$ cat src/rtl/dt_pkg.sv
// Package: shared widths, codes and micro-step types for the data-transfer
// sequencer. Assumes an 8-bit datapath with a 16-bit address (two bytes).
package dt_pkg;

    localparam int DW = 8;
    localparam int AW = 2 * DW;

    // Register codes carried in opcode fields; code 6 selects memory at HL.
    localparam logic [2:0] REG_B = 3'd0;
    localparam logic [2:0] REG_D = 3'd2;
    localparam logic [2:0] REG_E = 3'd3;
    localparam logic [2:0] REG_H = 3'd4;
    localparam logic [2:0] REG_L = 3'd5;
    localparam logic [2:0] REG_M = 3'd6;
    localparam logic [2:0] REG_A = 3'd7;

    // Register-file write selects beyond the eight byte codes.
    localparam logic [3:0] SEL_SPL = 4'd8;
    localparam logic [3:0] SEL_SPH = 4'd9;

    typedef enum logic [1:0] {MC_FETCH, MC_READ, MC_WRITE, MC_HALT} mcyc_e;

    typedef enum logic [3:0] {
        K_ILL, K_HALT, K_MOVRR, K_MOVRM, K_MOVMR, K_MVIR, K_MVIM, K_LXI,
        K_LDA, K_STA, K_LHLD, K_SHLD, K_LDAX, K_STAX, K_XCHG
    } kind_e;

    typedef enum logic [2:0] {AS_PC, AS_HL, AS_RP, AS_WZ, AS_WZ1} asel_e;

    typedef enum logic [2:0] {RD_NONE, RD_REG, RD_TMP, RD_Z, RD_W, RD_PLO, RD_PHI} rdst_e;

    typedef enum logic {WS_REG, WS_TMP} wsrc_e;

    typedef struct packed {
        kind_e      kind;
        logic [2:0] dst;
        logic [2:0] src;
        logic [1:0] pair;
    } dec_t;

    // One machine cycle after the fetch; cyc == MC_FETCH marks the end.
    typedef struct packed {
        mcyc_e      cyc;
        asel_e      asel;
        rdst_e      rdst;
        wsrc_e      wsrc;
        logic [2:0] rcode;
    } ustep_t;

endpackage

$ cat src/rtl/dt_decode.sv
// Opcode classifier: maps a fetched opcode onto an instruction kind plus its
// register and pair fields. Assumes the opcode is stable while it is used.
module dt_decode
    import dt_pkg::*;
(
    input  logic [DW-1:0] ir,
    output dec_t          dec
);

    // Classify the opcode; anything unmatched is an illegal no-op.
    always_comb begin
        dec.dst  = ir[5:3];
        dec.src  = ir[2:0];
        dec.pair = ir[5:4];
        dec.kind = K_ILL;
        if (ir == 8'h76) begin
            dec.kind = K_HALT;
        end else if (ir[7:6] == 2'b01) begin
            if (ir[5:3] == REG_M)      dec.kind = K_MOVMR;
            else if (ir[2:0] == REG_M) dec.kind = K_MOVRM;
            else                       dec.kind = K_MOVRR;
        end else if (ir[7:6] == 2'b00 && ir[2:0] == 3'b110) begin
            dec.kind = (ir[5:3] == REG_M) ? K_MVIM : K_MVIR;
        end else if (ir[7:6] == 2'b00 && ir[3:0] == 4'b0001) begin
            dec.kind = K_LXI;
        end else begin
            case (ir)
                8'h3A:        dec.kind = K_LDA;
                8'h32:        dec.kind = K_STA;
                8'h2A:        dec.kind = K_LHLD;
                8'h22:        dec.kind = K_SHLD;
                8'h0A, 8'h1A: dec.kind = K_LDAX;
                8'h02, 8'h12: dec.kind = K_STAX;
                8'hEB:        dec.kind = K_XCHG;
                default:      dec.kind = K_ILL;
            endcase
        end
    end

endmodule

$ cat src/rtl/dt_ustep.sv
// Micro-step table: for an instruction kind and a step index (1 = first
// cycle after the fetch), gives the bus cycle, its address source and where
// read data lands or write data comes from. Purely combinational.
module dt_ustep
    import dt_pkg::*;
(
    input  dec_t       dec,
    input  logic [2:0] step,
    output ustep_t     us
);

    function automatic ustep_t mk(mcyc_e c, asel_e a, rdst_e r, wsrc_e s, logic [2:0] code);
        ustep_t u;
        u.cyc   = c;
        u.asel  = a;
        u.rdst  = r;
        u.wsrc  = s;
        u.rcode = code;
        return u;
    endfunction

    // Look up the cycle for this kind and step; default ends the instruction.
    always_comb begin
        us = mk(MC_FETCH, AS_PC, RD_NONE, WS_REG, 3'd0);
        case (dec.kind)
            K_MOVRM: if (step == 3'd1) us = mk(MC_READ,  AS_HL, RD_REG,  WS_REG, dec.dst);
            K_MOVMR: if (step == 3'd1) us = mk(MC_WRITE, AS_HL, RD_NONE, WS_REG, dec.src);
            K_MVIR:  if (step == 3'd1) us = mk(MC_READ,  AS_PC, RD_REG,  WS_REG, dec.dst);
            K_MVIM: begin
                if (step == 3'd1) us = mk(MC_READ,  AS_PC, RD_TMP,  WS_REG, 3'd0);
                if (step == 3'd2) us = mk(MC_WRITE, AS_HL, RD_NONE, WS_TMP, 3'd0);
            end
            K_LXI: begin
                if (step == 3'd1) us = mk(MC_READ, AS_PC, RD_PLO, WS_REG, 3'd0);
                if (step == 3'd2) us = mk(MC_READ, AS_PC, RD_PHI, WS_REG, 3'd0);
            end
            K_LDA, K_STA, K_LHLD, K_SHLD: begin
                if (step == 3'd1) us = mk(MC_READ, AS_PC, RD_Z, WS_REG, 3'd0);
                if (step == 3'd2) us = mk(MC_READ, AS_PC, RD_W, WS_REG, 3'd0);
                if (step == 3'd3) begin
                    case (dec.kind)
                        K_LDA:   us = mk(MC_READ,  AS_WZ, RD_REG,  WS_REG, REG_A);
                        K_STA:   us = mk(MC_WRITE, AS_WZ, RD_NONE, WS_REG, REG_A);
                        K_LHLD:  us = mk(MC_READ,  AS_WZ, RD_REG,  WS_REG, REG_L);
                        default: us = mk(MC_WRITE, AS_WZ, RD_NONE, WS_REG, REG_L);
                    endcase
                end
                if (step == 3'd4 && dec.kind == K_LHLD) us = mk(MC_READ,  AS_WZ1, RD_REG,  WS_REG, REG_H);
                if (step == 3'd4 && dec.kind == K_SHLD) us = mk(MC_WRITE, AS_WZ1, RD_NONE, WS_REG, REG_H);
            end
            K_LDAX:  if (step == 3'd1) us = mk(MC_READ,  AS_RP, RD_REG,  WS_REG, REG_A);
            K_STAX:  if (step == 3'd1) us = mk(MC_WRITE, AS_RP, RD_NONE, WS_REG, REG_A);
            default: us = mk(MC_FETCH, AS_PC, RD_NONE, WS_REG, 3'd0);
        endcase
    end

endmodule

$ cat src/rtl/dt_regs.sv
// Register file: seven byte registers addressed by opcode code (code 6 is a
// hole reading zero), a 16-bit stack pointer written a byte at a time, one
// read port, one write port and an HL/DE swap that wins over the write port.
module dt_regs
    import dt_pkg::*;
(
    input  logic          clk,
    input  logic          rst_n,
    input  logic          wr_en,
    input  logic [3:0]    wr_sel,
    input  logic [DW-1:0] wr_data,
    input  logic          swap_en,
    input  logic [2:0]    rd_code,
    output logic [DW-1:0] rd_data,
    output logic [AW-1:0] bc,
    output logic [AW-1:0] de,
    output logic [AW-1:0] hl
);

    localparam int NREG = 8;

    logic [DW-1:0] gpr [NREG];
    logic [AW-1:0] sp;

    // Update byte registers: swap first, then the single write port.
    always_ff @(posedge clk) begin
        if (!rst_n) begin
            for (int i = 0; i < NREG; i++) gpr[i] <= '0;
        end else if (swap_en) begin
            gpr[REG_H] <= gpr[REG_D];
            gpr[REG_L] <= gpr[REG_E];
            gpr[REG_D] <= gpr[REG_H];
            gpr[REG_E] <= gpr[REG_L];
        end else if (wr_en && !wr_sel[3] && wr_sel[2:0] != REG_M) begin
            gpr[wr_sel[2:0]] <= wr_data;
        end
    end

    // Load the stack pointer one byte at a time.
    always_ff @(posedge clk) begin
        if (!rst_n)                              sp <= '0;
        else if (wr_en && wr_sel == SEL_SPL)     sp[DW-1:0] <= wr_data;
        else if (wr_en && wr_sel == SEL_SPH)     sp[AW-1:DW] <= wr_data;
    end

    // Read port and pair views.
    always_comb begin
        rd_data = gpr[rd_code];
        bc      = {gpr[REG_B], gpr[REG_B + 3'd1]};
        de      = {gpr[REG_D], gpr[REG_E]};
        hl      = {gpr[REG_H], gpr[REG_L]};
    end


    xchg_swap_chk: assert property (@(posedge clk) disable iff (!rst_n)
        swap_en |=> (hl == $past(de)) && (de == $past(hl)));


    sp_high_load_chk: assert property (@(posedge clk) disable iff (!rst_n)
        (wr_en && wr_sel == SEL_SPH && !swap_en) |=> (sp[AW-1:DW] == $past(wr_data)));

endmodule

$ cat src/rtl/dt_seq.sv
// Data-transfer sequencer top: steps opcode fetch, memory read and memory
// write machine cycles, one clock per T-state, and drives the memory bus.
// Assumes zero-wait-state memory whose read data is valid by the end of the
// strobe clock. Unsupported opcodes retire as no-ops; 76H halts until reset.
module dt_seq
    import dt_pkg::*;
#(
    parameter logic [15:0] RESET_PC = 16'h0000,
    parameter int          T_FETCH  = 4,
    parameter int          T_MEM    = 3
) (
    input  logic          clk,
    input  logic          rst_n,
    input  logic [DW-1:0] din,
    output logic [AW-1:0] addr,
    output logic [DW-1:0] dout,
    output logic          mem_rd,
    output logic          mem_wr,
    output logic          fetch_cyc,
    output logic          ill_op,
    output logic          halted
);

    localparam int         TW       = $clog2(T_FETCH);
    localparam logic [TW-1:0] T_STB = TW'(1);
    localparam logic [TW-1:0] T_DEC = TW'(2);
    localparam logic [TW-1:0] T_FEND = TW'(T_FETCH - 1);
    localparam logic [TW-1:0] T_MEND = TW'(T_MEM - 1);

    mcyc_e          mc;
    logic [TW-1:0]  tcnt;
    logic [2:0]     step;
    logic [2:0]     step_n;
    logic [DW-1:0]  ir;
    logic [AW-1:0]  pc;
    logic [DW-1:0]  z_q, w_q, tmp_q;
    logic           t_strobe, t_last;
    dec_t           dec;
    ustep_t         ucur, unxt;
    logic           rf_we, rf_swap;
    logic [3:0]     rf_sel;
    logic [DW-1:0]  rf_wdata, rf_rdata;
    logic [2:0]     rf_rcode;
    logic [AW-1:0]  bc, de, hl;

    dt_decode u_dec (.ir(ir), .dec(dec));
    dt_ustep  u_ucur (.dec(dec), .step(step),   .us(ucur));
    dt_ustep  u_unxt (.dec(dec), .step(step_n), .us(unxt));

    dt_regs u_regs (
        .clk(clk), .rst_n(rst_n), .wr_en(rf_we), .wr_sel(rf_sel),
        .wr_data(rf_wdata), .swap_en(rf_swap), .rd_code(rf_rcode),
        .rd_data(rf_rdata), .bc(bc), .de(de), .hl(hl)
    );

    // T-state position flags and next step index.
    always_comb begin
        t_strobe = (tcnt == T_STB);
        t_last   = (mc == MC_FETCH) ? (tcnt == T_FEND) : (tcnt == T_MEND);
        step_n   = (mc == MC_FETCH) ? 3'd1 : step + 3'd1;
    end

    // Bus address selection for the current machine cycle.
    always_comb begin
        addr = pc;
        if (mc == MC_READ || mc == MC_WRITE) begin
            case (ucur.asel)
                AS_HL:   addr = hl;
                AS_RP:   addr = dec.pair[0] ? de : bc;
                AS_WZ:   addr = {w_q, z_q};
                AS_WZ1:  addr = {w_q, z_q} + AW'(1);
                default: addr = pc;
            endcase
        end
    end

    // Strobes, write data and status outputs.
    always_comb begin
        mem_rd    = (mc == MC_FETCH || mc == MC_READ) && t_strobe;
        mem_wr    = (mc == MC_WRITE) && t_strobe;
        dout      = (mc != MC_WRITE) ? '0 : (ucur.wsrc == WS_TMP) ? tmp_q : rf_rdata;
        fetch_cyc = (mc == MC_FETCH);
        ill_op    = (mc == MC_FETCH) && (tcnt >= T_DEC) && (dec.kind == K_ILL);
        halted    = (mc == MC_HALT);
    end

    // Register-file read code and write-port steering.
    always_comb begin
        rf_rcode = (mc == MC_FETCH) ? dec.src : ucur.rcode;
        rf_swap  = (mc == MC_FETCH) && t_last && (dec.kind == K_XCHG);
        rf_we    = 1'b0;
        rf_sel   = {1'b0, dec.dst};
        rf_wdata = din;
        if (mc == MC_FETCH && t_last && dec.kind == K_MOVRR) begin
            rf_we    = 1'b1;
            rf_wdata = rf_rdata;
        end else if (mc == MC_READ && t_strobe) begin
            case (ucur.rdst)
                RD_REG: begin rf_we = 1'b1; rf_sel = {1'b0, ucur.rcode}; end
                RD_PLO: begin rf_we = 1'b1; rf_sel = (dec.pair == 2'd3) ? SEL_SPL : {1'b0, dec.pair, 1'b1}; end
                RD_PHI: begin rf_we = 1'b1; rf_sel = (dec.pair == 2'd3) ? SEL_SPH : {1'b0, dec.pair, 1'b0}; end
                default: rf_we = 1'b0;
            endcase
        end
    end

    // Machine-cycle sequencing, PC, opcode and operand latches.
    always_ff @(posedge clk) begin
        if (!rst_n) begin
            mc    <= MC_FETCH;
            tcnt  <= '0;
            step  <= '0;
            ir    <= '0;
            pc    <= RESET_PC;
            z_q   <= '0;
            w_q   <= '0;
            tmp_q <= '0;
        end else if (mc != MC_HALT) begin
            if (t_strobe && mc == MC_FETCH) begin
                ir <= din;
                pc <= pc + AW'(1);
            end
            if (t_strobe && mc == MC_READ) begin
                if (ucur.rdst == RD_TMP) tmp_q <= din;
                if (ucur.rdst == RD_Z)   z_q   <= din;
                if (ucur.rdst == RD_W)   w_q   <= din;
                if (ucur.asel == AS_PC)  pc    <= pc + AW'(1);
            end
            if (t_last) begin
                tcnt <= '0;
                if (mc == MC_FETCH && dec.kind == K_HALT) begin
                    mc <= MC_HALT;
                end else if (unxt.cyc == MC_FETCH) begin
                    mc   <= MC_FETCH;
                    step <= '0;
                end else begin
                    mc   <= unxt.cyc;
                    step <= step_n;
                end
            end else begin
                tcnt <= tcnt + TW'(1);
            end
        end
    end


    rd_pulse_chk: assert property (@(posedge clk) disable iff (!rst_n)
        mem_rd |=> !mem_rd);


    wr_addr_hold_chk: assert property (@(posedge clk) disable iff (!rst_n)
        mem_wr |-> $stable(addr));


    pc_operand_step_chk: assert property (@(posedge clk) disable iff (!rst_n)
        (mem_rd && mc == MC_READ && ucur.asel == AS_PC) |=> (pc == $past(pc) + AW'(1)));


    pc_data_hold_chk: assert property (@(posedge clk) disable iff (!rst_n)
        ((mem_rd || mem_wr) && mc != MC_FETCH && ucur.asel != AS_PC) |=> $stable(pc));


    halt_hold_chk: assert property (@(posedge clk) disable iff (!rst_n)
        halted |=> halted && !mem_rd && !mem_wr);

endmodule

$ cat config.mk
export PLATFORM = sky130hd
export DESIGN_NAME = dt_seq
export DESIGN_NICKNAME = d
export VERILOG_FILES = /design/src/rtl/dt_pkg.sv /design/src/rtl/dt_decode.sv /design/src/rtl/dt_ustep.sv /design/src/rtl/dt_regs.sv /design/src/rtl/dt_seq.sv
export SDC_FILE = /design/constraint.sdc
export NUM_CORES = 1
export LEC_CHECK = 0
export ABC_AREA = 1
export CAP_MARGIN = 40
export CELL_PAD_IN_SITES_DETAIL_PLACEMENT = 1
export CELL_PAD_IN_SITES_GLOBAL_PLACEMENT = 1
export CORE_UTILIZATION = 25
export CTS_CLUSTER_SIZE = 28
export DETAILED_ROUTE_END_ITERATION = 6
export PLACE_DENSITY = 0.61
export SYNTH_ARGS = -nofsm -noshare
export SYNTH_HDL_FRONTEND = slang
export SYNTH_SLANG_ARGS = --single-unit
$ cat constraint.sdc
create_clock -name clk -period 3.66 [get_ports clk]
set_input_delay 0.549 -clock clk [delete_from_list [all_inputs] [get_ports clk]]
set_output_delay 0.549 -clock clk [all_outputs]
set_load 0.05 [all_outputs]
Word level (Yosys, flattened, before mapping)
Memory sizes are Yosys's and may differ from the RTL's.
Cells that the tools add are included.
- eq/ne operators: 56
- add/sub/neg operators: 4
- bitwise logic cells: 5
- order comparisons: 1
- shift-type cells: 0
- multipliers: 0
- reduce and logical (&&, ||, !) cells: 37
- muxes and demuxes: 78
- divide/modulo/power cells: 0
- operator list (operator ; number):
    $pmux W12 S8 ; 1
    $mux W11 ; 8
    $mux W16 ; 5
    $mux W8 ; 10
    $pmux W10 S8 ; 1
    $mux W12 ; 6
    $pmux W16 S4 ; 1
    $mux W10 ; 6
    $mux W4 ; 9
    $pmux W12 S3 ; 1
    $add A16 B1 Y16 const B ; 2
    $eq A8 B6 Y1 const B ; 4
    $eq A4 B4 Y1 const B ; 7
    $pmux W4 S7 ; 1
    $eq A3 B2 Y1 const B ; 8
    $eq A3 B3 Y1 const B ; 8
    $logic_and A1 B1 Y1 ; 18
    $mux W9 ; 2
    $eq A4 B3 Y1 const B ; 4
    $eq A8 B5 Y1 const B ; 2
    $mux W1 ; 14
    $eq A3 B1 Y1 const B ; 4
    $mux W3 ; 4
    $mux W6 ; 2
    other kinds (30) ; 53
- RAM bits: 64
- register bits after elaboration: 55
- input port bits: 10
- bits in latches: 0
- memory bits (read-only): 0
- memories: 1
- output and inout port bits: 29
- logic and storage cells: 190
- memory list (name ; depth ; bits a word ; read ports ; clocked after Yosys merged registers in ; write ports ; RTL line ; source):
    u_regs.gpr ; 8 ; 8 ; 7 ; 0 ; 8 ; dt_regs.sv:22 ; logic [DW-1:0] gpr [NREG];

Longest topological paths before layout
Gate-level depths: netlist of run 1.
- depth in word-level cells: 26
- mapped depth: 23
- depth with buffers taken out: 22

Modules after synthesis
From an unflattened synthesis of run 1, not the netlist that was laid out.
- cells, all modules: 1341
- area, all modules: 8577.0 sq um
- modules (own cells, without submodules) (module ; seq. area each (sq um) ; cells each ; area each (sq um) ; instances):
    dt_seq ; 1101.1 ; 673 ; 4028.9 ; 1
    dt_regs ; 1921.8 ; 449 ; 3497.1 ; 1
    dt_ustep at u_ucur ; 0.0 ; 88 ; 407.9 ; 1
    dt_ustep at u_unxt ; 0.0 ; 79 ; 371.6 ; 1
    dt_decode ; 0.0 ; 52 ; 271.5 ; 1

Least setup slack after synthesis of run 1
No wires, ideal clock.
- path type: register -> output
- from: reg ir[4]
- to: out addr[9]
- buffers on the path: 2
- path slack: 0.211 ns
- arrival: 2.900 ns
- cell stages (with the launch flop): 22
- required time: 3.111 ns
- cells stage by stage: dfxtp_1 buf_4 inv_2 nand2_4 nor2_2 nand2_2 nand3_1 nand2_1 nand2_4 nor2_8 nand3_1 nand2_1 nor2_2 nand2_2 nor2_8 inv_4 nand3_2 nand2_2 inv_2 buf_4 nor2_1 a31oi_1
- word-level cells in the longest chain between the ends: 15
- elaborated cells between the ends (all ways): 44
- classes of those cells: 26 x eq/ne; 13 x mux; 5 x reduce/logical
- ends and longest elaborated chain (element ; RTL line ; source):
    start: declaration ; dt_seq.sv:34 ; logic [DW-1:0] ir;
    start signal: assignment ; dt_seq.sv:120 ; ir <= din;
    $eq A8 B2 Y1 (tied with other cells) ; dt_decode.sv:27 ; case (ir)
    $reduce_or A2 Y1 ; dt_decode.sv:27 ;
    $pmux W4 S7 ; dt_decode.sv:27 ;
    $mux W4 ; dt_decode.sv:24 ; end else if (ir[7:6] == 2'b00 && ir[3:0] == 4'b0001) begin
    $mux W4 ; dt_decode.sv:22 ; end else if (ir[7:6] == 2'b00 && ir[2:0] == 3'b110) begin
    $mux W4 ; dt_decode.sv:18 ; end else if (ir[7:6] == 2'b01) begin
    $mux W4 ; dt_decode.sv:16 ; if (ir == 8'h76) begin
    $eq A4 B4 Y1 ; dt_ustep.sv:25, dt_ustep.sv:48 ;
    $logic_and A1 B1 Y1 ; dt_ustep.sv:48 ; if (step == 3'd4 && dec.kind == K_LHLD) us = mk(MC_READ, AS_WZ1, RD_REG, WS_REG, REG_H);
    $mux W10 ; dt_ustep.sv:48 ;
    $mux W10 ; dt_ustep.sv:49 ; if (step == 3'd4 && dec.kind == K_SHLD) us = mk(MC_WRITE, AS_WZ1, RD_NONE, WS_REG, REG_H);
    $pmux W10 S8 ; dt_ustep.sv:25 ; case (dec.kind)
    $eq A3 B3 Y1 (tied with other cells) ; dt_seq.sv:67 ; case (ucur.asel)
    $pmux W16 S4 * ; dt_seq.sv:67 ;
    $mux W16 * ; dt_seq.sv:66 ; if (mc == MC_READ || mc == MC_WRITE) begin
    end: declaration ; dt_seq.sv:15 ; output logic [AW-1:0] addr,
Mark *: on every way between the ends. The rest lies on a longest branch, timed or not.

Final worst setup path of run 1
- from: reg ir[2]
- to: out dout[0]
- word-level cells in the longest chain between the ends: 17
- elaborated cells between the ends (all ways): 47
- classes of those cells: 23 x eq/ne; 16 x mux; 7 x reduce/logical; 1 x memory
- ends and longest elaborated chain (element ; RTL line ; source):
    $eq A8 B2 Y1 (tied with other cells) ; dt_decode.sv:27 ;
    $reduce_or A2 Y1 ; dt_decode.sv:27 ;
    $pmux W4 S7 ; dt_decode.sv:27 ;
    $mux W4 ; dt_decode.sv:24 ;
    $mux W4 ; dt_decode.sv:22 ;
    $mux W4 ; dt_decode.sv:18 ;
    $mux W4 ; dt_decode.sv:16 ;
    $eq A4 B4 Y1 (on tied branches) ; dt_ustep.sv:25, dt_ustep.sv:41, dt_ustep.sv:48 ;
    $pmux W12 S3 ; n/a ;
    $mux W10 ; dt_ustep.sv:40 ; if (step == 3'd3) begin
    $mux W10 ; dt_ustep.sv:48 ;
    $mux W10 ; dt_ustep.sv:49 ;
    $pmux W10 S8 ; dt_ustep.sv:25 ;
    $mux W3 ; dt_seq.sv:89 ; rf_rcode = (mc == MC_FETCH) ? dec.src : ucur.rcode;
    $mem_v2 Z8 W8 ; n/a ;
    $mux W8 * (2 in a row) ; dt_seq.sv:81 ; dout = (mc != MC_WRITE) ? '0 : (ucur.wsrc == WS_TMP) ? tmp_q : rf_rdata;
    end: declaration ; dt_seq.sv:16 ; output logic [DW-1:0] dout,
Marks and branches as above.

==> reports/results.txt, run 1 <==
Cell Chain, Critical Path -> inv_4, nand2_1, nor2_2, nand2_2, buf_4, nand2_4, nand3_2, nand2_4, nor2_4, nand3_4, nand2_8, clkbuf_16, buf_4, nand2_1, nand3_1, nand3_2, nand3_2, nand2_1, inv_1, buf_12
sequential power share -> 25.4%
Seq/Total Area, Yosys -> 34.90%
Initial DRT Pass Iterations -> 5
relative slew slack -> 52.12%
Die Width -> 188.1 um
pin count of the biggest net entering global routing -> 39
Cell Area, Placed -> 0.009891 mm2
Final HPWL DP -> 26840 um
DR vias -> 9246
post-synthesis average cell area -> 6.979 um2
Total GRT Usage -> 20.29%
share of the synthesized area in the top cell type -> 22.19%
final cycle utilization of the critical path -> 101.9%
core area -> 0.03378 mm2
DRT iter0 DRCs -> 680
count of different cell masters after synthesis -> 49
die extent in y -> 188.1 um
final setup violation count -> 4
num rows -> 67
Post-Synthesis Cells -> 1241
detailed-route wire length -> 37420 um
total CTS buffers -> 17
Yosys reg bits -> 119
Leak -> 4.951 nW
vias in the first global route -> 9135
Post-DRT Antenna Nets -> 0
# IOs -> 39
PD cells -> 555.0 mW/mm2
DRC -> 0
cts hold-fix bufs -> 0
Crit Path Max Fanout -> 8
Worst setup EP type -> output port
Layout Utilization -> 34.24%
Synthesis Warnings -> 0
final instance area -> 0.01157 mm2
Slowest-stage cell, CP -> dfxtp_4
total gr overflow -> 0
Total Power -> 6.419 mW
Clk pin slew, worst setup/hold paths -> 0.06 ns
CTS sink count -> 119
H-tree depth -> 4
Int Power -> 3.601 mW
Max-Cap Viols -> 0
clk buf depth -> 2
Initial Utilization -> 25.64%
IO buf count -> 38
unrepaired setup endpoints after global routing -> yes
CP Data Required Time -> 3.11 ns
Clock Power Share -> 24.9%
global-route wire length before repair -> 54300 um
Peak Freq -> 0.2681 GHz
diode count -> 0
Final min period -> 3.729 ns
Placer Congestion -> 0.9008
FFs w/ async S/R, synth -> 0%
die area -> 0.03539 mm2
Nets -> 1374
antenna violations before repair -> 0
crit start category -> flip-flop
TritonCTS clock tree -> built
violated checks -> setup timing
FF-to-FF setup slack -> 0.18 ns
Most used DFF post-synth -> edfxtp_1
Slew Viols, Final -> 0
CP Buf/Inv Count -> 6
filler instances -> 4151
routed len/inst -> 20.66 um
number of synthesized flops with an enable pin -> 64
CP top delay family -> simple AND/OR/NAND/NOR gates
clock latency on the worst-skew pair -> 0.44 ns
Sw Share -> 43.90%
Final Hold Viols -> 0
drt via density -> 5.105
Crit Path Category -> flip-flop to output port
slowest cell delay on critical path -> 0.38 ns
Hold Crit Class -> flip-flop to flip-flop
share of layout cells above drive strength 1 -> 23.26%
Logic pwr share -> 49.7%
worst setup margin -> -0.06942 ns
area grow syn2layout -> 33.55%
Root Driver -> clkbuf_16
status -> finished with violations
Psw -> 2.818 mW
leading area contributor after synthesis -> edfxtp_1
mapped cell area -> 0.008661 mm2
clk_skew -> 0.01543 ns
Final TNS setup -> -0.1366 ns
synth top area cells -> edfxtp_1 22%, dfxtp_1 13%, nand2_1 12%, nand3_1 9.7%, inv_1 6.1%
IR drop worst, VDD -> 0.0003383 V
worst path arrival time -> 3.18 ns
Slew @ Worst Pin -> 0.7127 ns
==> registers in the layout, summed over array words and instances (netlist names) <==
register	cells
tmp_q	8
w_q	8
step	3
u_regs.gpr	64
ir	8
tcnt	2
pc	16
z_q	8
mc	2
==> per-stage QoR <==
step	std cells	hold slack, ns	worst slack [ns]
after CTS	1770	0.4753	0.004846
after global placement	1722	0.4502	0.1391
after floorplan	1248	0.4409	0.2110
final	1811	0.4714	-0.06942
after global routing	1811	0.5225	-0.1735
after detailed placement	1723	0.4659	0.07125
==> what timing repair did <==
action / CTS / global route
pin swaps: 7 / 30
setup endpoints to repair: 24 / 33
gates cloned: 3 / 7
gates resized for setup: 42 / 105
buffers inserted: 12 / 34
==> cell usage after synthesis, types with 2 or more instances <==
cell type / count
nand2_1: 277
nand3_1: 167
inv_1: 141
nor2_1: 112
a21oi_1: 83
edfxtp_1: 64
o21ai_0: 62
dfxtp_1: 55
clkbuf_1: 27
o211ai_1: 18
nand2_2: 17
a211oi_1: 16
o21ai_1: 16
inv_2: 15
nand3b_1: 15
ha_1: 14
xor2_1: 14
nand3_2: 13
buf_2: 12
nand4_1: 12
nor2_2: 9
nor3_1: 9
buf_4: 8
buf_6: 5
nand2_4: 5
nor4_1: 5
a31oi_1: 4
nand4_2: 4
nor2_4: 4
nor2_8: 4
a221oi_1: 3
a22oi_1: 3
o21ai_2: 3
o221ai_1: 3
or2_2: 3
xnor2_1: 3
buf_1: 2
nand4_4: 2
o21a_1: 2
==> kinds of logic after synthesis <==
logic type / count (synthesis) / synth area share [%]
buffers and inverters: 211 / 10.13
xor gates and xnor gates: 17 / 1.719
and+or+nand+nor: 659 / 36.41
other: 1 / 0.04330
adders and majority gates: 14 / 2.023
AOI/OAI and AO/OA: 220 / 14.78
DFF: 119 / 34.90
==> layout by cell type, fill, tap and decap left out, types with 12 or more instances in the layout <==
master	n
o211ai_1	18
o21ai_0	62
nand2_1	260
clkbuf_16	23
edfxtp_1	64
ha_1	14
inv_2	13
a21oi_1	74
o21ai_1	16
a211oi_1	16
nor2_4	15
clkdlybuf4s50_1	13
nand4_1	12
nand2_2	27
xor2_1	14
nand3_2	30
buf_4	79
nand3b_1	15
nor2_1	100
buf_12	25
dfxtp_1	45
nand3_1	145
inv_1	139
==> metal layers <==
layer  wire length, um  GRT usage, %  vias up
met1             17270         26.56     4642
met2             18210         34.62      186
li1                  -             -     4379
met5                 0             0        -
met4               571         5.191        0
met3              1375         3.051       39
==> worst paths after layout <==
| kind | start | to | cells after the start |
|---|---|---|---|
| setup / recovery | ir[2] | dout[0] | 20 |
| hold / removal | w_q[0] | w_q[0] | 2 |
| setup reg to reg | ir[2] | u_regs.gpr[5][0] | 20 |
| hold reg to reg | w_q[0] | w_q[0] | 2 |
==> final cells by class <==
| cell class | instances | area, um2 | share of cell area [%] |
|---|---|---|---|
| flip-flops and latches | 119 | 3055 | 26.42 |
| inverters | 157 | 611.8 | 5.290 |
| repair inverters | 1 | 11.26 | 0.09736 |
| well taps | 448 | 560.5 | 4.846 |
| multi-input cells | 920 | 5279 | 45.64 |
| clock buffers | 18 | 429.2 | 3.711 |
| repair buffers | 134 | 1523 | 13.17 |
| clock inverters | 14 | 96.34 | 0.8330 |
==> tightest hold or removal path: stages, from the launching register on <==
cell,delay (ns)
dfxtp_1,0.31
nand2_1,0.06
a21oi_1,0.05
==> power by group through the flow <==
stage               Clock, mW  Combinational (mW)  Sequential, mW
floorplan                   0                1.69            1.58
global placement            0                2.40            1.63
detailed placement          0                2.43            1.64
CTS                      1.62                2.58            1.62
global route             1.67                3.40            1.64
finish                   1.60                3.19            1.63
Note: power is estimated with default switching activity, not from simulation.
==> run 2: changes to the inputs <==
--- a/config.mk
+++ b/config.mk
@@ -5,14 +5,13 @@
 export SDC_FILE = /design/constraint.sdc
 export NUM_CORES = 1
 export LEC_CHECK = 0
-export ABC_AREA = 1
 export CAP_MARGIN = 40
 export CELL_PAD_IN_SITES_DETAIL_PLACEMENT = 1
 export CELL_PAD_IN_SITES_GLOBAL_PLACEMENT = 1
 export CORE_UTILIZATION = 25
 export CTS_CLUSTER_SIZE = 28
 export DETAILED_ROUTE_END_ITERATION = 6
-export PLACE_DENSITY = 0.61
+export PLACE_DENSITY = 0.59
 export SYNTH_ARGS = -nofsm -noshare
 export SYNTH_HDL_FRONTEND = slang
 export SYNTH_SLANG_ARGS = --single-unit
==> reports/results.txt, run 2 <==
CTS sink count -> 119
worst path arrival time -> 3.57 ns
Int Power -> 3.346 mW
pin count of the biggest net entering global routing -> 61
filler instances -> 3358
Cell Area, Placed -> 0.01010 mm2
dominant cell by count in the synthesized netlist -> nand2_1
share of the synthesized area in the top cell type -> 24.59%
IR drop worst, VDD -> 0.0003176 V
worst setup margin -> -0.4558 ns
crit start category -> flip-flop
WHS -> 0.5015 ns
Total Power -> 5.174 mW
die area -> 0.03198 mm2
largest family of logic cells by synthesized area -> simple AND/OR/NAND/NOR gates
Total GRT Usage -> 21.21%
flip-flop count of the largest register after layout -> 64
antenna violations before repair -> 0
FF-to-FF setup slack -> -0.20 ns
Max-Cap Viols -> 0
Placed Cells incl. Taps -> 1391
Worst Setup SP -> ir[0]
FFs w/ async S/R, synth -> 0%
leading area contributor after synthesis -> edfxtp_1
XOR/XNOR Fraction of Synth Area -> 2.801%
Synthesis Warnings -> 0
Cell Chain, Critical Path -> buf_2, nand3b_1, buf_4, a21oi_4, o21a_1, nor4b_4, buf_4, a311oi_4, buf_6, buf_12, mux2i_1, nand2_1, nand4_1, a21boi_2, buf_12
Clk pin slew, worst setup/hold paths -> 0.06 ns
Slew Viols, Final -> 0
Largest Register -> u_regs.gpr
share of layout cells above drive strength 1 -> 43.59%
final setup violation count -> 104
Compound-Gate Fraction of Synth Area -> 21.11%
global-route wire length before repair -> 50200 um
Seq. cell area -> 0.003042 mm2
Slowest-stage cell, CP -> dfxtp_4
slowest cell delay on critical path -> 0.36 ns
final cycle utilization of the critical path -> 112.5%
Worst setup EP type -> output port
Final min period -> 4.116 ns
mapped cell area -> 0.007816 mm2
detailed-route wire length -> 35420 um
Final Hold Viols -> 0
PD cells -> 407.5 mW/mm2
number of synthesized flops with an enable pin -> 64
diode count -> 0
Worst R2R Path Depth -> 15
Psw -> 1.828 mW
Slew @ Worst Pin -> 0.8976 ns
reg-to-reg critical path startpoint -> ir[0]
total gr overflow -> 0
post-route insts no fill -> 1481
clk buf depth -> 2
Seq/Total Area, Yosys -> 38.67%
clk_skew -> 0.01101 ns
Layout Utilization -> 41.39%
routed len/inst -> 23.92 um
pre-CTS setup slack -> -0.4585 ns
Initial DRT Pass Iterations -> 5
num rows -> 64
post-synthesis average cell area -> 9.153 um2
vias in the first global route -> 7995
relative slew slack -> 40.16%
CP Data Required Time -> 3.11 ns
die extent in y -> 178.8 um
Die Width -> 178.8 um
area grow syn2layout -> 62.41%
total CTS buffers -> 17
count of different cell masters after synthesis -> 79
Placer Congestion -> 0.9138
Leak -> 4.589 nW
clock latency on the worst-skew pair -> 0.43 ns
area of the multi-input gates -> 0.005896 mm2
Post-Synthesis Cells -> 854
Crit Path Max Fanout -> 7
multiplexer share of the synthesized area -> 9.893%
H-tree depth -> 4
# IOs -> 39
IO buf count -> 38
drt via density -> 5.425
final instance area -> 0.01269 mm2
unrepaired setup endpoints after global routing -> yes
Final HPWL DP -> 23680 um
Logic pwr share -> 36.0%
CP Depth -> 15
most common cell after layout, fill and taps aside -> buf_4
Root Driver -> clkbuf_16
largest registers -> u_regs.gpr: 64 flops, pc: 16 flops
DRT iter0 DRCs -> 667
TritonCTS clock tree -> built
cts hold-fix bufs -> 0
core area -> 0.03067 mm2
Post-DRT Antenna Nets -> 0
violated checks -> setup timing
Nets -> 1096
status -> finished with violations
Synth Area in Simple Gates -> 21.50%
post-synthesis adder-cell area fraction -> 2.241%
Clock Power Share -> 34.0%
CP top delay family -> buffers and inverters
list of most frequent post-synthesis cells -> 106 x nand2_1, 78 x nor2_1, 66 x mux2i_1
Sw Share -> 35.33%
Crit Path Category -> flip-flop to output port
FF-to-FF End -> u_regs.gpr[1][3]
Final TNS setup -> -13.27 ns
Hold Crit Class -> flip-flop to flip-flop
CP Buf/Inv Count -> 6
synth top area cells -> edfxtp_1 25%, dfxtp_1 14%, mux2i_1 8.5%, nand2_1 5.1%, nor2_1 3.7%
Most used DFF post-synth -> edfxtp_1
DRC -> 0
Yosys reg bits -> 119
Peak Freq -> 0.2430 GHz
Initial Utilization -> 25.49%
DR vias -> 8034
sequential power share -> 30.0%
CP endpoint -> dout[6]
most frequent cells in the layout -> 150 x buf_4, 99 x nand2_1, 70 x nor2_1
==> run 2: cell count changes in the layout (fill, tap and decap cells not counted), moves of 21 or more <==
cell and delta:
o21ai_0 -53, mux2i_1 +48, inv_1 -131, buf_4 +71, o31ai_1 +31, a21oi_1 -36
nand2_2 -21, nand2_1 -161, nand3_2 -29, nor2_1 -30, buf_6 +30, nand3_1 -125
==> run 2: layout make-up <==
| cell class | instances | share of cell area (%) |
|---|---|---|
| Clock buffer | 22 | 4.110 |
| Clock inverter | 10 | 0.6604 |
| Inverter | 10 | 0.2957 |
| Multi-Input combinational cell | 676 | 46.44 |
| Sequential cell | 119 | 23.96 |
| Tap cell | 396 | 3.903 |
| Timing Repair Buffer | 248 | 20.63 |
==> run 2: cells by family after synthesis <==
kind of cell / Yosys count
adder cells (fa/ha/maj): 14
AND/OR/NAND/NOR: 331
other: 1
multiplexers: 76
buffers and inverters: 66
flip-flops: 119
XOR/XNOR: 25
AO/OA/AOI/OAI: 222
==> run 2: power by group through the flow <==
| stage | logic, mW | registers, mW | clock network [mW] |
|---|---|---|---|
| floorplan | 0.825 | 1.53 | 0 |
| global placement | 1.43 | 1.56 | 0 |
| detailed placement | 1.44 | 1.57 | 0 |
| CTS | 1.61 | 1.54 | 1.77 |
| global route | 1.95 | 1.56 | 1.83 |
| finish | 1.86 | 1.55 | 1.76 |
==> run 2: how the worst min path moves through the flow <==
stage	slack, ns	startpoint	cells after the start	endpoint
floorplan	0.46	tmp_q[0]	2	tmp_q[0]
global placement	0.48	tmp_q[2]	2	tmp_q[2]
detailed placement	0.49	ir[6]	2	ir[6]
CTS	0.50	ir[6]	2	ir[6]
global route	0.52	ir[5]	2	ir[5]
finish	0.50	ir[5]	2	ir[5]
==> run 2: metal layers <==
layer	global-route usage (%)	up-vias	wire length, um
met4	5.968	0	775
met3	3.541	51	1713
met5	0	-	0
li1	-	3680	-
met2	33.62	213	16850
met1	29.40	4090	16090
==> run 2: worst reg2reg max path: cells and delay by family, from the launching register on <==
family,cells,cell delay [ns]
buffers and inverters,6,0.95
AO/OA/AOI/OAI,7,1.49
flip-flops,1,0.36
AND/OR/NAND/NOR,2,0.76
==> run 2: what timing repair did <==
item                                    4_1_cts  5_1_grt
buffers inserted                             24       33
resized for setup                           101      195
cloned                                        5        5
pin swaps                                    45       74
endpoints found under the setup margin       96      126
==> run 3: changes to the inputs <==
==> constraint.sdc (replaced) <==
create_clock -name clk -period 3.66 [get_ports clk]
set_input_delay 0.732 -clock clk [delete_from_list [all_inputs] [get_ports clk]]
set_output_delay 0.732 -clock clk [all_outputs]
set_load 0.05 [all_outputs]
==> reports/results.txt, run 3 (synthesized netlist as in run 2, its figures left out) <==
Crit Path Category -> flip-flop to output port
largest registers -> u_regs.gpr: 64 flops, pc: 16 flops
most common cell after layout, fill and taps aside -> buf_4
final instance area -> 0.01209 mm2
final setup violation count -> 32
sequential power share -> 30.6%
share of layout cells above drive strength 1 -> 39.67%
total CTS buffers -> 17
clk_skew -> 0.02154 ns
area grow syn2layout -> 54.67%
WHS -> 0.4776 ns
Final min period -> 4.226 ns
# IOs -> 39
crit start category -> flip-flop
IO buf count -> 38
Leak -> 4.452 nW
Initial Utilization -> 25.49%
Layout Utilization -> 39.42%
pre-CTS setup slack -> -0.3758 ns
CTS sink count -> 119
Logic pwr share -> 34.0%
diode count -> 0
H-tree depth -> 4
global-route wire length before repair -> 50170 um
Worst setup EP type -> output port
Total Power -> 5.059 mW
Cell Chain, Critical Path -> or4b_4, a21oi_4, o21a_1, nor4b_4, buf_4, a311oi_4, buf_6, buf_12, buf_6, mux2i_1, nand2_1, nand4_1, a21boi_4, buf_12
Slew Viols, Final -> 0
violated checks -> setup timing
relative slew slack -> 26.84%
detailed-route wire length -> 33840 um
total gr overflow -> 0
filler instances -> 3399
flip-flop count of the largest register after layout -> 64
num rows -> 64
die area -> 0.03198 mm2
routed len/inst -> 22.95 um
Final Hold Viols -> 0
Psw -> 1.769 mW
Crit Path Max Fanout -> 6
DRC -> 0
Placer Congestion -> 0.8889
vias in the first global route -> 8195
Post-DRT Antenna Nets -> 0
Cell Area, Placed -> 0.01030 mm2
core area -> 0.03067 mm2
status -> finished with violations
Sw Share -> 34.97%
Initial DRT Pass Iterations -> 7
most frequent cells in the layout -> 166 x buf_4, 99 x nand2_1, 74 x nor2_1
IR drop worst, VDD -> 0.0003608 V
unrepaired setup endpoints after global routing -> yes
Root Driver -> clkbuf_16
CP Data Required Time -> 2.93 ns
Slowest-stage cell, CP -> or4b_4
Hold Crit Class -> flip-flop to flip-flop
Final TNS setup -> -11.44 ns
drt via density -> 5.376
Peak Freq -> 0.2366 GHz
PD cells -> 418.4 mW/mm2
antenna violations before repair -> 1
Total GRT Usage -> 21.41%
DR vias -> 7929
slowest cell delay on critical path -> 0.58 ns
post-route insts no fill -> 1475
Final HPWL DP -> 24350 um
clock latency on the worst-skew pair -> 0.43 ns
final cycle utilization of the critical path -> 115.5%
cts hold-fix bufs -> 0
Largest Register -> u_regs.gpr
worst setup margin -> -0.5661 ns
pin count of the biggest net entering global routing -> 61
Clock Power Share -> 35.4%
Placed Cells incl. Taps -> 1412
die extent in y -> 178.8 um
Die Width -> 178.8 um
DRT iter0 DRCs -> 601
worst path arrival time -> 3.49 ns
Slew @ Worst Pin -> 1.092 ns
Nets -> 1090
clk buf depth -> 2
Clk pin slew, worst setup/hold paths -> 0.06 ns
Int Power -> 3.290 mW
TritonCTS clock tree -> built
Max-Cap Viols -> 0
## run 3: power by group through the flow
stage	Combinational (mW)	Sequential, mW	Clock [mW]
finish	1.72	1.55	1.79
global route	1.82	1.56	1.87
CTS	1.62	1.55	1.81
detailed placement	1.48	1.57	0
global placement	1.47	1.57	0
floorplan	0.855	1.53	0
## run 3: final cells by class
type                    instances  area (um2)  area share (%)
multi-input cells             676        5497           45.47
flip-flops and latches        119        3044           25.18
repair buffers                242        2414           19.96
well taps                     396       495.5           4.099
clock buffers                  19       432.9           3.581
clock inverters                13       168.9           1.397
inverters                      10       37.54          0.3105
## run 3: path summary, 6_finish.rpt
kind / startpoint / endpoint / slack [ns] / cells past startpoint
max: ir[1] / dout[7] / -0.57 / 14
min: ir[7] / ir[7] / 0.48 / 2
max reg2reg: ir[1] / u_regs.gpr[1][4] / -0.03 / 16
min reg2reg: ir[7] / ir[7] / 0.48 / 2
## run 3: timing repair
item                       in CTS  in global routing
pin swaps                      32                 43
cloned                          2                  1
buffers inserted               21                 14
setup endpoints to repair      75                135
resized for setup             101                 97
## run 3: worst max-delay path: cells and delay by family, from the launching register on
kind,cells,cell delay (ns)
and+or+nand+nor,4,0.94
AOI/OAI and AO/OA,4,0.89
muxes,1,0.11
buffers and inverters,5,0.77
DFF,1,0.37
## run 3: layer usage
layer | vias to the layer above | global-route usage, % | wire length, um
li1 | 3667 | - | -
met4 | 0 | 6.744 | 708
met5 | - | 0 | 0
met2 | 214 | 34.93 | 16220
met1 | 4001 | 28.87 | 15330
met3 | 47 | 3.159 | 1581
